==> src/rtl/rda_pkg.sv <==
package rda_pkg;
  localparam int DIG_W  = 4;
  localparam int XFER_W = 2;
  localparam int HALF_W = 2;

  typedef logic [DIG_W-1:0]  digit_t;
  typedef logic [XFER_W-1:0] xfer_t;

  // transfer band edges on the pair total
  localparam int BAND1_MIN = 14;
  localparam int BAND2_MIN = 24;
  localparam int RADIX     = 10;
endpackage

==> src/rtl/rda_pair_eval.sv <==
module rda_pair_eval
  import rda_pkg::*;
(
  input  digit_t a_dig,
  input  digit_t b_dig,
  output xfer_t  xfer_o,
  output digit_t interim_o
);
  localparam int SET_W = HALF_W + 1;

  logic [SET_W-1:0] hi_set;   // upper bit-set value, weight 4
  logic [SET_W-1:0] lo_set;   // lower bit-set value, weight 1
  logic             xf_two;
  logic             xf_one;
  logic [5:0]       pair_tot;

  // both bit-set values are formed independently
  always_comb begin
    hi_set = SET_W'(a_dig[DIG_W-1 -: HALF_W]) + SET_W'(b_dig[DIG_W-1 -: HALF_W]);
    lo_set = SET_W'(a_dig[HALF_W-1:0])        + SET_W'(b_dig[HALF_W-1:0]);
  end

  // transfer taken from the two set values in parallel
  always_comb begin
    xf_two = (hi_set == 3'd6) || (hi_set == 3'd5 && lo_set >= 3'd4);
    xf_one = !xf_two &&
             ((hi_set >= 3'd4) ||
              (hi_set == 3'd3 && lo_set >= 3'd2) ||
              (hi_set == 3'd2 && lo_set == 3'd6));
  end

  always_comb begin
    pair_tot  = {1'b0, hi_set, 2'b00} + 6'(lo_set);
    xfer_o    = xf_two ? 2'd2 : (xf_one ? 2'd1 : 2'd0);
    interim_o = DIG_W'(pair_tot - (xf_two ? 6'(2*RADIX) : (xf_one ? 6'(RADIX) : 6'd0)));
  end
endmodule

==> src/rtl/rda_out_stage.sv <==
module rda_out_stage #(
  parameter int WIDTH   = 36,
  parameter bit REG_OUT = 1'b1
) (
  input  logic             clk,
  input  logic             rst,
  input  logic [WIDTH-1:0] d_i,
  output logic [WIDTH-1:0] q_o
);
  generate
    if (REG_OUT) begin : g_reg
      always_ff @(posedge clk) begin
        if (rst) q_o <= '0;
        else     q_o <= d_i;
      end
    end else begin : g_pass
      logic unused_ok;
      assign unused_ok = clk ^ rst;
      assign q_o = d_i;
    end
  endgenerate
endmodule

==> src/rtl/rda_adder.sv <==
module rda_adder
  import rda_pkg::*;
#(
  parameter int NUM_DIG = 8,
  parameter bit REG_OUT = 1'b1
) (
  input  logic                         clk,
  input  logic                         rst,
  input  logic [DIG_W*NUM_DIG-1:0]     op_a,
  input  logic [DIG_W*NUM_DIG-1:0]     op_b,
  output logic [DIG_W*(NUM_DIG+1)-1:0] sum_o
);
  localparam int RES_W = DIG_W * (NUM_DIG + 1);

  xfer_t  xfer   [NUM_DIG];
  digit_t interim[NUM_DIG];
  logic [RES_W-1:0] sum_comb;

  genvar gi;
  generate
    for (gi = 0; gi < NUM_DIG; gi++) begin : g_pos
      rda_pair_eval u_eval (
        .a_dig    (op_a[DIG_W*gi +: DIG_W]),
        .b_dig    (op_b[DIG_W*gi +: DIG_W]),
        .xfer_o   (xfer[gi]),
        .interim_o(interim[gi])
      );
      if (gi == 0) begin : g_lsd
        assign sum_comb[0 +: DIG_W] = interim[0];
      end else begin : g_upper
        assign sum_comb[DIG_W*gi +: DIG_W] = interim[gi] + DIG_W'(xfer[gi-1]);
      end
    end
  endgenerate

  assign sum_comb[DIG_W*NUM_DIG +: DIG_W] = DIG_W'(xfer[NUM_DIG-1]);

  rda_out_stage #(.WIDTH(RES_W), .REG_OUT(REG_OUT)) u_out (
    .clk(clk),
    .rst(rst),
    .d_i(sum_comb),
    .q_o(sum_o)
  );
endmodule

==> config.mk <==
export PLATFORM = sky130hd
export DESIGN_NAME = rda_adder
export DESIGN_NICKNAME = d
export VERILOG_FILES = /design/src/rtl/rda_pkg.sv /design/src/rtl/rda_pair_eval.sv /design/src/rtl/rda_out_stage.sv /design/src/rtl/rda_adder.sv
export SDC_FILE = /design/constraint.sdc
export NUM_CORES = 1
export LEC_CHECK = 0
export ABC_AREA = 0
export CORE_MARGIN = 2
export CORE_UTILIZATION = 59
export CTS_CLUSTER_SIZE = 24
export DETAILED_ROUTE_END_ITERATION = 10
export DONT_BUFFER_PORTS = 1
export PLACE_DENSITY = 0.77
export SLEW_MARGIN = 20
export SYNTH_ARGS = -nofsm -noshare
export SYNTH_HDL_FRONTEND = slang
export SYNTH_SLANG_ARGS = --single-unit
==> constraint.sdc <==
create_clock -name clk -period 2.9 [get_ports clk]
set_input_delay 0.435 -clock clk [delete_from_list [all_inputs] [get_ports clk]]
set_output_delay 0.435 -clock clk [all_outputs]
set_load 0.005 [all_outputs]
==> results of run 1 <==
-- where the power goes --
part           switching [µW]  internal (µW)  leakage (µW)
combinational             624            757       0.00152
clock                     178            191     0.0000472
sequential               92.8            629      0.000283
total                     895           1580       0.00185
-- cell usage after synthesis (all sizes together), types with 3 or more instances --
master / number
a211oi: 3
a21o: 4
a21oi: 8
buf: 3
dfxtp: 34
fa: 26
ha: 44
inv: 71
nand2: 10
nand2b: 3
nand3: 3
nand4b: 3
nor2: 45
nor2b: 16
o21a: 9
o21ai: 13
o22a: 4
xnor2: 14
xor2: 16
-- path summary, 6_finish.rpt --
kind	slack (ns)	cells past startpoint	endpoint	startpoint
max	0.07	12	u_out.q_o[3]$_SDFF_PP0_	op_a[0]
min	0.21	1	u_out.q_o[1]$_SDFF_PP0_	rst
-- stage by stage --
stage / setup TNS [ns] / std cells
global route: -0.0408 / 471
global placement: -0.530 / 463
finish: 0 / 471
floorplan: -0.225 / 355
CTS: 0 / 471
detailed placement: -1.07 / 463
-- routing by layer --
metal / wire (µm) / global-route usage [%]
met5: 0 / 0
met4: 104 / 6.79
met3: 249 / 3.53
met2: 3240 / 40.3
met1: 2520 / 25.0
-- cells by family after synthesis --
kind of cell	synth area share [%]
compound gates	11.8
xor+xnor	9.03
fa+ha+maj	33.9
buf+inv	9.51
flops	21.6
mux	0.317
other cells	0.119
simple gates	13.7
-- timing repair --
| action | in CTS | in global routing |
|---|---|---|
| endpoints found under the setup margin | 0 | 4 |
| gates resized for setup | 0 | 8 |
| endpoints found under the hold margin | 0 | 0 |
-- critical path, cell delays in order --
cell and delay (ns):
ha_1 0.18, fa_1 0.50, o21ai_0 0.25, o31ai_1 0.11, a32o_2 0.24, inv_1 0.06
ha_1 0.25, fa_2 0.42, xor2_2 0.18, xnor2_1 0.18, xnor2_1 0.14, nor2_1 0.06
-- layout make-up --
cell class	instances	area, µm²
clock inverter	2	12.5
multi-input combinational	245	2410
clock buffer	6	82.6
timing repair buffer	43	323
fill	386	1280
inverter	71	267
sequential	34	681
tap	70	87.6
==> results.py, run 1 <==
metrics = {
    "detailed_routing": {
        "drtIter0Drc": 67,
        "ant_nets": 0,
        "vias": 2446,
        "routed_via_density": 5.19,
        "firstDrtPassIters": 4,
        "drc": 0,
        "routed_wl_mm": 6.12,
        "avgRoutedWirePerCell_um": 13.0,
    },
    "global_routing": {
        "grt-ovfl-total": 0,
        "grt.total_usage_pct": 21.6,
        "grt_max_degree": 35,
        "grt_pass1_vias": 2553,
        "grt_antenna_before_repair": 0,
        "grt_pass1_wl_mm": 10.5,
    },
    "timing": {
        "finalHoldViolCount": 0,
        "post-route-worst-setup-slack_ns": 0.0672,
        "whs_ns": 0.213,
        "setup_viol_count_final": 0,
        "period_share_pct": 97.7,
        "min_period_ns": 2.83,
        "fmax_ghz": 0.353,
        "slew_violations": 0,
    },
    "floorplanning": {
        "die_area_um2": 5950,
        "dieWidth_um": 77.2,
        "die_h_um": 77.2,
        "top_level_ports": 102,
        "design.core.area_um2": 5140,
        "num_rows": 26,
        "start_util_pct": 61.4,
    },
    "clocking": {
        "cts_tree": "done",
        "post-cts-setup-buffers": 0,
        "cts_made_buffers": 5,
        "cts.htree.levels": 2,
        "clk_pin_slew_worst_paths_ns": 0.07,
        "cts_buffer_depth": 2,
        "ctsHoldBuffers": 0,
        "numClockSinks": 34,
        "clockRootBuffer": "clkbuf_8",
    },
    "worst_hold_path": {
        "hp-class": "in2reg",
    },
    "finish": {
        "largest_reg_flops": 34,
        "layout_commonest_cell": "inv_1",
        "top_register": "u_out.q_o",
        "largestRegisters": "u_out.q_o (34)",
        "diodes": 0,
        "layout.nets": 536,
        "drive_above_1_share_pct": 23.4,
        "design_area_um2": 3860,
        "final_cell_mix": "inv_1, buf_4, nor2_1",
        "utilization_pct": 75.1,
        "synthToLayoutAreaGrowth_pct": 22.3,
    },
    "flow_run": {
        "drv_cap": 0,
    },
    "yosys": {
        "avgSynthCellArea_um2": 8.92,
        "synth_top_area_share_pct": 21.6,
        "dominantRegCellSynth": "dfxtp_1",
        "async_reset_ff_share_pct": 0,
        "synth_seq_cells": 34,
        "ys_warn_count": 0,
        "synthDistinctLibCells": 43,
        "ys_seq_area_share_pct": 21.6,
        "synth_edf_count": 0,
        "synthCells": 354,
        "syn-cell-area_um2": 3160,
        "synth_area_leaders": "dfxtp_1, ha_1, fa_1",
        "synth_top_area_cell": "dfxtp_1",
    },
    "worst_setup_path": {
        "path_class": "in2reg",
        "crit_path_start_kind": "input port",
        "path_max_fanout": 3,
        "critPathRequiredTime_ns": 3.08,
        "end_kind": "register",
        "cp.arrival_ns": 3.01,
    },
    "outcome": {
        "status": "completed",
    },
    "placement": {
        "port_buffers": 0,
        "hpwl_mm": 5.18,
        "place_congestion": 0.871,
        "place_area_um2": 3740,
        "dp_slack_ns": -0.202,
    },
    "power_and_ir_drop": {
        "p_total_uw": 2470,
        "vdd_drop_max_mv": 0.343,
        "powerDensity_nw_per_um2": 640,
        "p_leak_uw": 0.00185,
    },
}
Power figures use the tool's default switching activity.
==> inputs of run 2 (changes only) <==
--- a/config.mk
+++ b/config.mk
@@ -5,7 +5,7 @@
 export SDC_FILE = /design/constraint.sdc
 export NUM_CORES = 1
 export LEC_CHECK = 0
-export ABC_AREA = 0
+export ABC_AREA = 1
 export CORE_MARGIN = 2
 export CORE_UTILIZATION = 59
 export CTS_CLUSTER_SIZE = 24
==> results.py, run 2 <==
metrics = {
    "detailed_routing": {
        "drtIter0Drc": 79,
        "drc": 0,
        "routed_via_density": 5.06,
        "routed_wl_mm": 7.24,
        "avgRoutedWirePerCell_um": 13.4,
        "firstDrtPassIters": 4,
        "ant_nets": 0,
        "vias": 2734,
    },
    "timing": {
        "whs_ns": 0.212,
        "setup_viol_count_final": 0,
        "fmax_ghz": 0.351,
        "finalHoldViolCount": 0,
        "slew_violations": 0,
        "rsz0062_at_grt": "true",
        "period_share_pct": 98.3,
        "min_period_ns": 2.85,
    },
    "floorplanning": {
        "num_rows": 26,
        "die_h_um": 78.1,
        "top_level_ports": 102,
        "start_util_pct": 62.2,
        "die_area_um2": 6100,
        "design.core.area_um2": 5200,
        "dieWidth_um": 78.1,
    },
    "finish": {
        "layout.nets": 605,
        "synthToLayoutAreaGrowth_pct": 18.9,
        "layout_commonest_cell": "inv_1",
        "top_register": "u_out.q_o",
        "drive_above_1_share_pct": 23.0,
        "largest_reg_flops": 34,
        "utilization_pct": 74.0,
        "largestRegisters": "u_out.q_o (34)",
        "design_area_um2": 3850,
        "diodes": 0,
        "final_cell_mix": "inv_1, nor2_1, nand2_1",
    },
    "worst_setup_path": {
        "cp.arrival_ns": 3.02,
        "path_class": "in2reg",
        "crit_end": "u_out.q_o[15]$_SDFF_PP0_",
        "path_max_fanout": 4,
        "end_kind": "register",
        "critPathRequiredTime_ns": 3.07,
        "crit_path_start_kind": "input port",
        "cp-startpoint": "op_a[10]",
    },
    "yosys": {
        "synth_area_leaders": "dfxtp_1, ha_1, fa_1",
        "syn-cell-area_um2": 3240,
        "synth_fa_ha_area_share_pct": 33.1,
        "ys_top_cells_by_count": "inv_1, nor2_1, nand2_1",
        "avgSynthCellArea_um2": 7.55,
        "synth_top_area_share_pct": 21.0,
        "synthSimpleGateAreaFrac_pct": 19.3,
        "synthDistinctLibCells": 30,
        "async_reset_ff_share_pct": 0,
        "synth_mux_area_share_pct": 0,
        "dominantRegCellSynth": "dfxtp_1",
        "ys_seq_area_share_pct": 21.0,
        "synthMostInstantiatedCell": "inv_1",
        "synth_seq_cells": 34,
        "synth_top_area_cell": "dfxtp_1",
        "synth_top_family_by_area": "adder cells",
        "synthCells": 429,
        "synth_xor_area_share_pct": 5.14,
        "ys_warn_count": 0,
        "synth-compound-area-share_pct": 6.57,
        "synth_edf_count": 0,
    },
    "power_and_ir_drop": {
        "vdd_drop_max_mv": 0.343,
        "p_leak_uw": 0.00211,
        "powerDensity_nw_per_um2": 632,
    },
    "clocking": {
        "numClockSinks": 34,
        "cts_made_buffers": 5,
        "cts_buffer_depth": 2,
        "clk_pin_slew_worst_paths_ns": 0.08,
        "cts_tree": "done",
        "ctsHoldBuffers": 0,
        "clockRootBuffer": "clkbuf_8",
        "cts.htree.levels": 2,
    },
    "global_routing": {
        "grt_pass1_vias": 2717,
        "grt-ovfl-total": 0,
        "grt_pass1_wl_mm": 11.3,
        "grt_antenna_before_repair": 0,
        "grt_max_degree": 27,
        "grt.total_usage_pct": 23.0,
    },
    "flow_run": {
        "drv_cap": 0,
    },
    "placement": {
        "place_congestion": 0.785,
        "place_area_um2": 3600,
        "hpwl_mm": 5.78,
        "port_buffers": 0,
    },
    "outcome": {
        "status": "completed",
    },
    "worst_hold_path": {
        "hp-class": "in2reg",
    },
}
## run 2: cell count changes in the layout (fill, tap and decap cells not counted), moves of 8 or more
| cell | previous run | this run |
|---|---|---|
| inv_1 | 68 | 102 |
| nand3_1 | 3 | 17 |
| inv_2 | 3 | 17 |
| xnor2_1 | 14 | 6 |
| nor2b_1 | 11 | 0 |
| o21a_1 | 9 | 0 |
| nand2_2 | 0 | 12 |
| nand2_1 | 10 | 45 |
## run 2: what timing repair did
item	CTS	global route
setup endpoints to repair	0	6
resized for setup	0	37
setup buffers	0	3
## run 2: where the power goes
| group | switching (µW) | total [µW] | leakage (µW) | internal (µW) |
|---|---|---|---|---|
| clock network | 174 | 366 | 0.0000482 | 192 |
| registers | 84.8 | 706 | 0.000283 | 622 |
| logic | 742 | 1360 | 0.00177 | 621 |
| total | 1000 | 2440 | 0.00211 | 1430 |
## run 2: worst min path at each step
| stage | start | to | slack [ns] | depth (start not counted) |
|---|---|---|---|---|
| after floorplan | op_b[0] | u_out.q_o[0]$_SDFF_PP0_ | 0.68 | 3 |
| after global placement | rst | u_out.q_o[13]$_SDFF_PP0_ | 0.51 | 1 |
| after detailed placement | rst | u_out.q_o[13]$_SDFF_PP0_ | 0.51 | 1 |
| after CTS | rst | u_out.q_o[1]$_SDFF_PP0_ | 0.21 | 1 |
| after global routing | rst | u_out.q_o[25]$_SDFF_PP0_ | 0.20 | 1 |
| final | rst | u_out.q_o[1]$_SDFF_PP0_ | 0.21 | 1 |
## run 2: critical path: stages
cell	delay, ns
ha_4	0.11
inv_2	0.03
fa_1	0.54
inv_2	0.07
nand2_2	0.09
inv_2	0.05
nor3_4	0.26
xnor2_1	0.16
inv_1	0.06
ha_2	0.16
a21o_1	0.15
ha_1	0.28
inv_2	0.04
o21bai_1	0.18
inv_1	0.07
nand2_1	0.07
nand2_1	0.07
inv_2	0.07
nand2_2	0.05
nand2_2	0.05
nor2_2	0.03
## run 2: area by class of cell
cell class	count	area, µm²
clock buffer	7	86.3
clock inverter	1	5.00
fill	397	1350
inverter	121	454
multi-input combinational	270	2260
sequential	34	681
tap	70	87.6
timing repair buffer	37	278
## run 2: per-layer routing
metal	wire, µm	GRT usage, %	vias up	share of wire [%]
met5	0	0	-	0
met4	87	5.26	0	1.2
met3	359	4.71	9	5.0
met2	4030	45.1	81	56
met1	2770	25.1	1286	38
li1	-	-	1358	-
## run 2: cell families after synthesis
group,Yosys count
simple gates,143
flops,34
buf+inv,126
compound gates,36
xor+xnor,19
fa+ha+maj,70
other cells,1
## run 2: metrics by stage
step           total power, µW  setup WS, ns  std cells  setup TNS [ns]
5_1_grt                   2660       -0.0749        540          -0.200
3_5_place_dp              1960        -0.228        529           -1.19
3_3_place_gp              1890        -0.129        529          -0.388
4_1_cts                   2350        0.0475        537               0
6_report                  2440        0.0497        540               0
2_1_floorplan             1590      -0.00642        430        -0.00642
==> inputs of run 3 (changes only) <==
--- a/config.mk
+++ b/config.mk
@@ -11,7 +11,7 @@
 export CTS_CLUSTER_SIZE = 24
 export DETAILED_ROUTE_END_ITERATION = 10
 export DONT_BUFFER_PORTS = 1
-export PLACE_DENSITY = 0.77
+export PLACE_DENSITY = 0.74
 export SLEW_MARGIN = 20
 export SYNTH_ARGS = -nofsm -noshare
 export SYNTH_HDL_FRONTEND = slang
==> constraint.sdc (replaced) <==
create_clock -name clk -period 3.2 [get_ports clk]
set_input_delay 0.48 -clock clk [delete_from_list [all_inputs] [get_ports clk]]
set_output_delay 0.48 -clock clk [all_outputs]
set_load 0.005 [all_outputs]
==> results.py, run 3 (same netlist as run 2, synthesis figures left out) <==
metrics = {
    "detailed_routing": {
        "drc": 0,
        "routed_wl_mm": 5.84,
        "vias": 2481,
        "topRoutingLayerUsed": "met4",
        "met2_length_mm": 2.98,
        "met1_length_mm": 2.43,
        "avgRoutedWirePerCell_um": 11.5,
        "routed_via_density": 4.89,
        "firstDrtPassIters": 4,
        "ant_nets": 0,
        "wl_met3_um": 324,
        "drtIter0Drc": 52,
    },
    "power_and_ir_drop": {
        "vdd_drop_max_mv": 0.291,
        "p_leak_uw": 0.00195,
        "powerDensity_nw_per_um2": 567,
    },
    "flow_run": {
        "drv_cap": 0,
    },
    "timing": {
        "finalHoldViolCount": 0,
        "setup_viol_count_final": 0,
        "slew_violations": 0,
        "fmax_ghz": 0.345,
        "rsz0062_at_grt": "false",
        "period_share_pct": 90.7,
        "post-route-worst-setup-slack_ns": 0.297,
        "min_period_ns": 2.90,
    },
    "clocking": {
        "cts.htree.levels": 2,
        "ctsHoldBuffers": 0,
        "cts_buffer_depth": 2,
        "cts_made_buffers": 5,
        "clk_pin_slew_worst_paths_ns": 0.07,
        "numClockSinks": 34,
        "post-cts-setup-buffers": 0,
        "cts_tree": "done",
        "clockRootBuffer": "clkbuf_8",
    },
    "global_routing": {
        "grt.total_usage_pct": 20.3,
        "grt_pass1_wl_mm": 10.0,
        "grt-ovfl-total": 0,
        "grt_antenna_before_repair": 0,
        "grt_max_degree": 27,
        "grt_pass1_vias": 2478,
    },
    "finish": {
        "finalNonFillerCells": 507,
        "layout.nets": 572,
        "multiInputGateArea_um2": 2080,
        "synthToLayoutAreaGrowth_pct": 5.83,
        "top_register": "u_out.q_o",
        "largest_reg_flops": 34,
        "fillerInstances": 462,
        "diodes": 0,
        "largestRegisters": "u_out.q_o (34)",
        "layout_commonest_cell": "inv_1",
        "utilization_pct": 65.9,
        "final_cell_mix": "inv_1, nor2_1, nand2_1",
        "drive_above_1_share_pct": 8.01,
        "seq_area_um2": 681,
    },
    "outcome": {
        "status": "completed",
    },
    "placement": {
        "dp_slack_ns": -0.00826,
        "hpwl_mm": 5.08,
        "place_congestion": 0.900,
        "port_buffers": 0,
        "placed_cells": 499,
    },
    "worst_hold_path": {
        "min_to": "u_out.q_o[29]$_SDFF_PP0_",
        "min_from": "rst",
        "whs_path_depth": 1,
        "hp-class": "in2reg",
    },
    "floorplanning": {
        "die_area_um2": 6100,
        "top_level_ports": 102,
        "num_rows": 26,
        "dieWidth_um": 78.1,
        "die_h_um": 78.1,
        "design.core.area_um2": 5200,
        "start_util_pct": 62.2,
    },
    "worst_setup_path": {
        "crit_path_start_kind": "input port",
        "end_kind": "register",
        "path_max_fanout": 3,
        "critPathRequiredTime_ns": 3.42,
        "path_class": "in2reg",
        "cp.arrival_ns": 3.13,
    },
}
==> run 3: cell count changes in the layout (fill, tap and decap cells not counted), sizes merged <==
| cell | delta |
|---|---|
| buf | -33 |
==> run 3: report_power, final <==
part / internal [µW] / leakage (µW) / switching [µW]
clock: 174 / 0.0000482 / 156
sequential: 564 / 0.000283 / 77.7
combinational: 411 / 0.00162 / 564
==> run 3: worst max-delay path by stage <==
stage | slack (ns) | end | cells after the start | startpoint
after global placement | 0.08 | u_out.q_o[15]$_SDFF_PP0_ | 19 | op_a[14]
after global routing | 0.01 | u_out.q_o[11]$_SDFF_PP0_ | 18 | op_a[10]
after floorplan | 0.20 | u_out.q_o[15]$_SDFF_PP0_ | 19 | op_a[14]
final | 0.30 | u_out.q_o[11]$_SDFF_PP0_ | 18 | op_a[10]
after CTS | 0.29 | u_out.q_o[11]$_SDFF_PP0_ | 18 | op_a[10]
after detailed placement | -0.008 | u_out.q_o[11]$_SDFF_PP0_ | 18 | op_a[10]
==> run 3: per-stage QoR <==
stage                     area (µm²)  hold WS (ns)  setup TNS, ns  total power (µW)
after floorplan                 3240         0.723              0              1430
after global placement          3330         0.553              0              1580
after detailed placement        3330         0.551        -0.0155              1630
after CTS                       3430         0.247              0              1970
after global routing            3430         0.243              0              2150
final                           3430         0.251              0              1950
==> run 3: layout make-up <==
cell class              instances  share of cell area (%)
clock buffers                   7                    2.52
clock inverters                 1                   0.146
inverters                     121                    13.2
multi-input cells             270                    60.8
flip-flops and latches         34                    19.9
well taps                      70                    2.55
repair buffers                  4                   0.876
==> run 3: layer usage <==
metal	global-route usage, %	vias up
met5	0	-
met4	6.32	0
met3	3.56	11
met2	39.1	81
met1	22.4	1093
li1	-	1296
==> run 3: repair_timing <==
action / CTS / global route
gates resized for setup: 0 / 1
endpoints found under the setup margin: 0 / 1
endpoints found under the hold margin: 0 / 0
==> run 3: critical path: stages <==
cell	delay, ns
ha_1	0.17
inv_1	0.07
fa_1	0.46
inv_2	0.11
nand2_2	0.06
o21ai_1	0.12
inv_1	0.06
a21oi_2	0.19
inv_2	0.07
fa_1	0.40
ha_1	0.28
inv_1	0.06
o21bai_1	0.17
xor2_1	0.20
inv_1	0.06
nand2_1	0.06
nand2_1	0.05
nor2_1	0.07
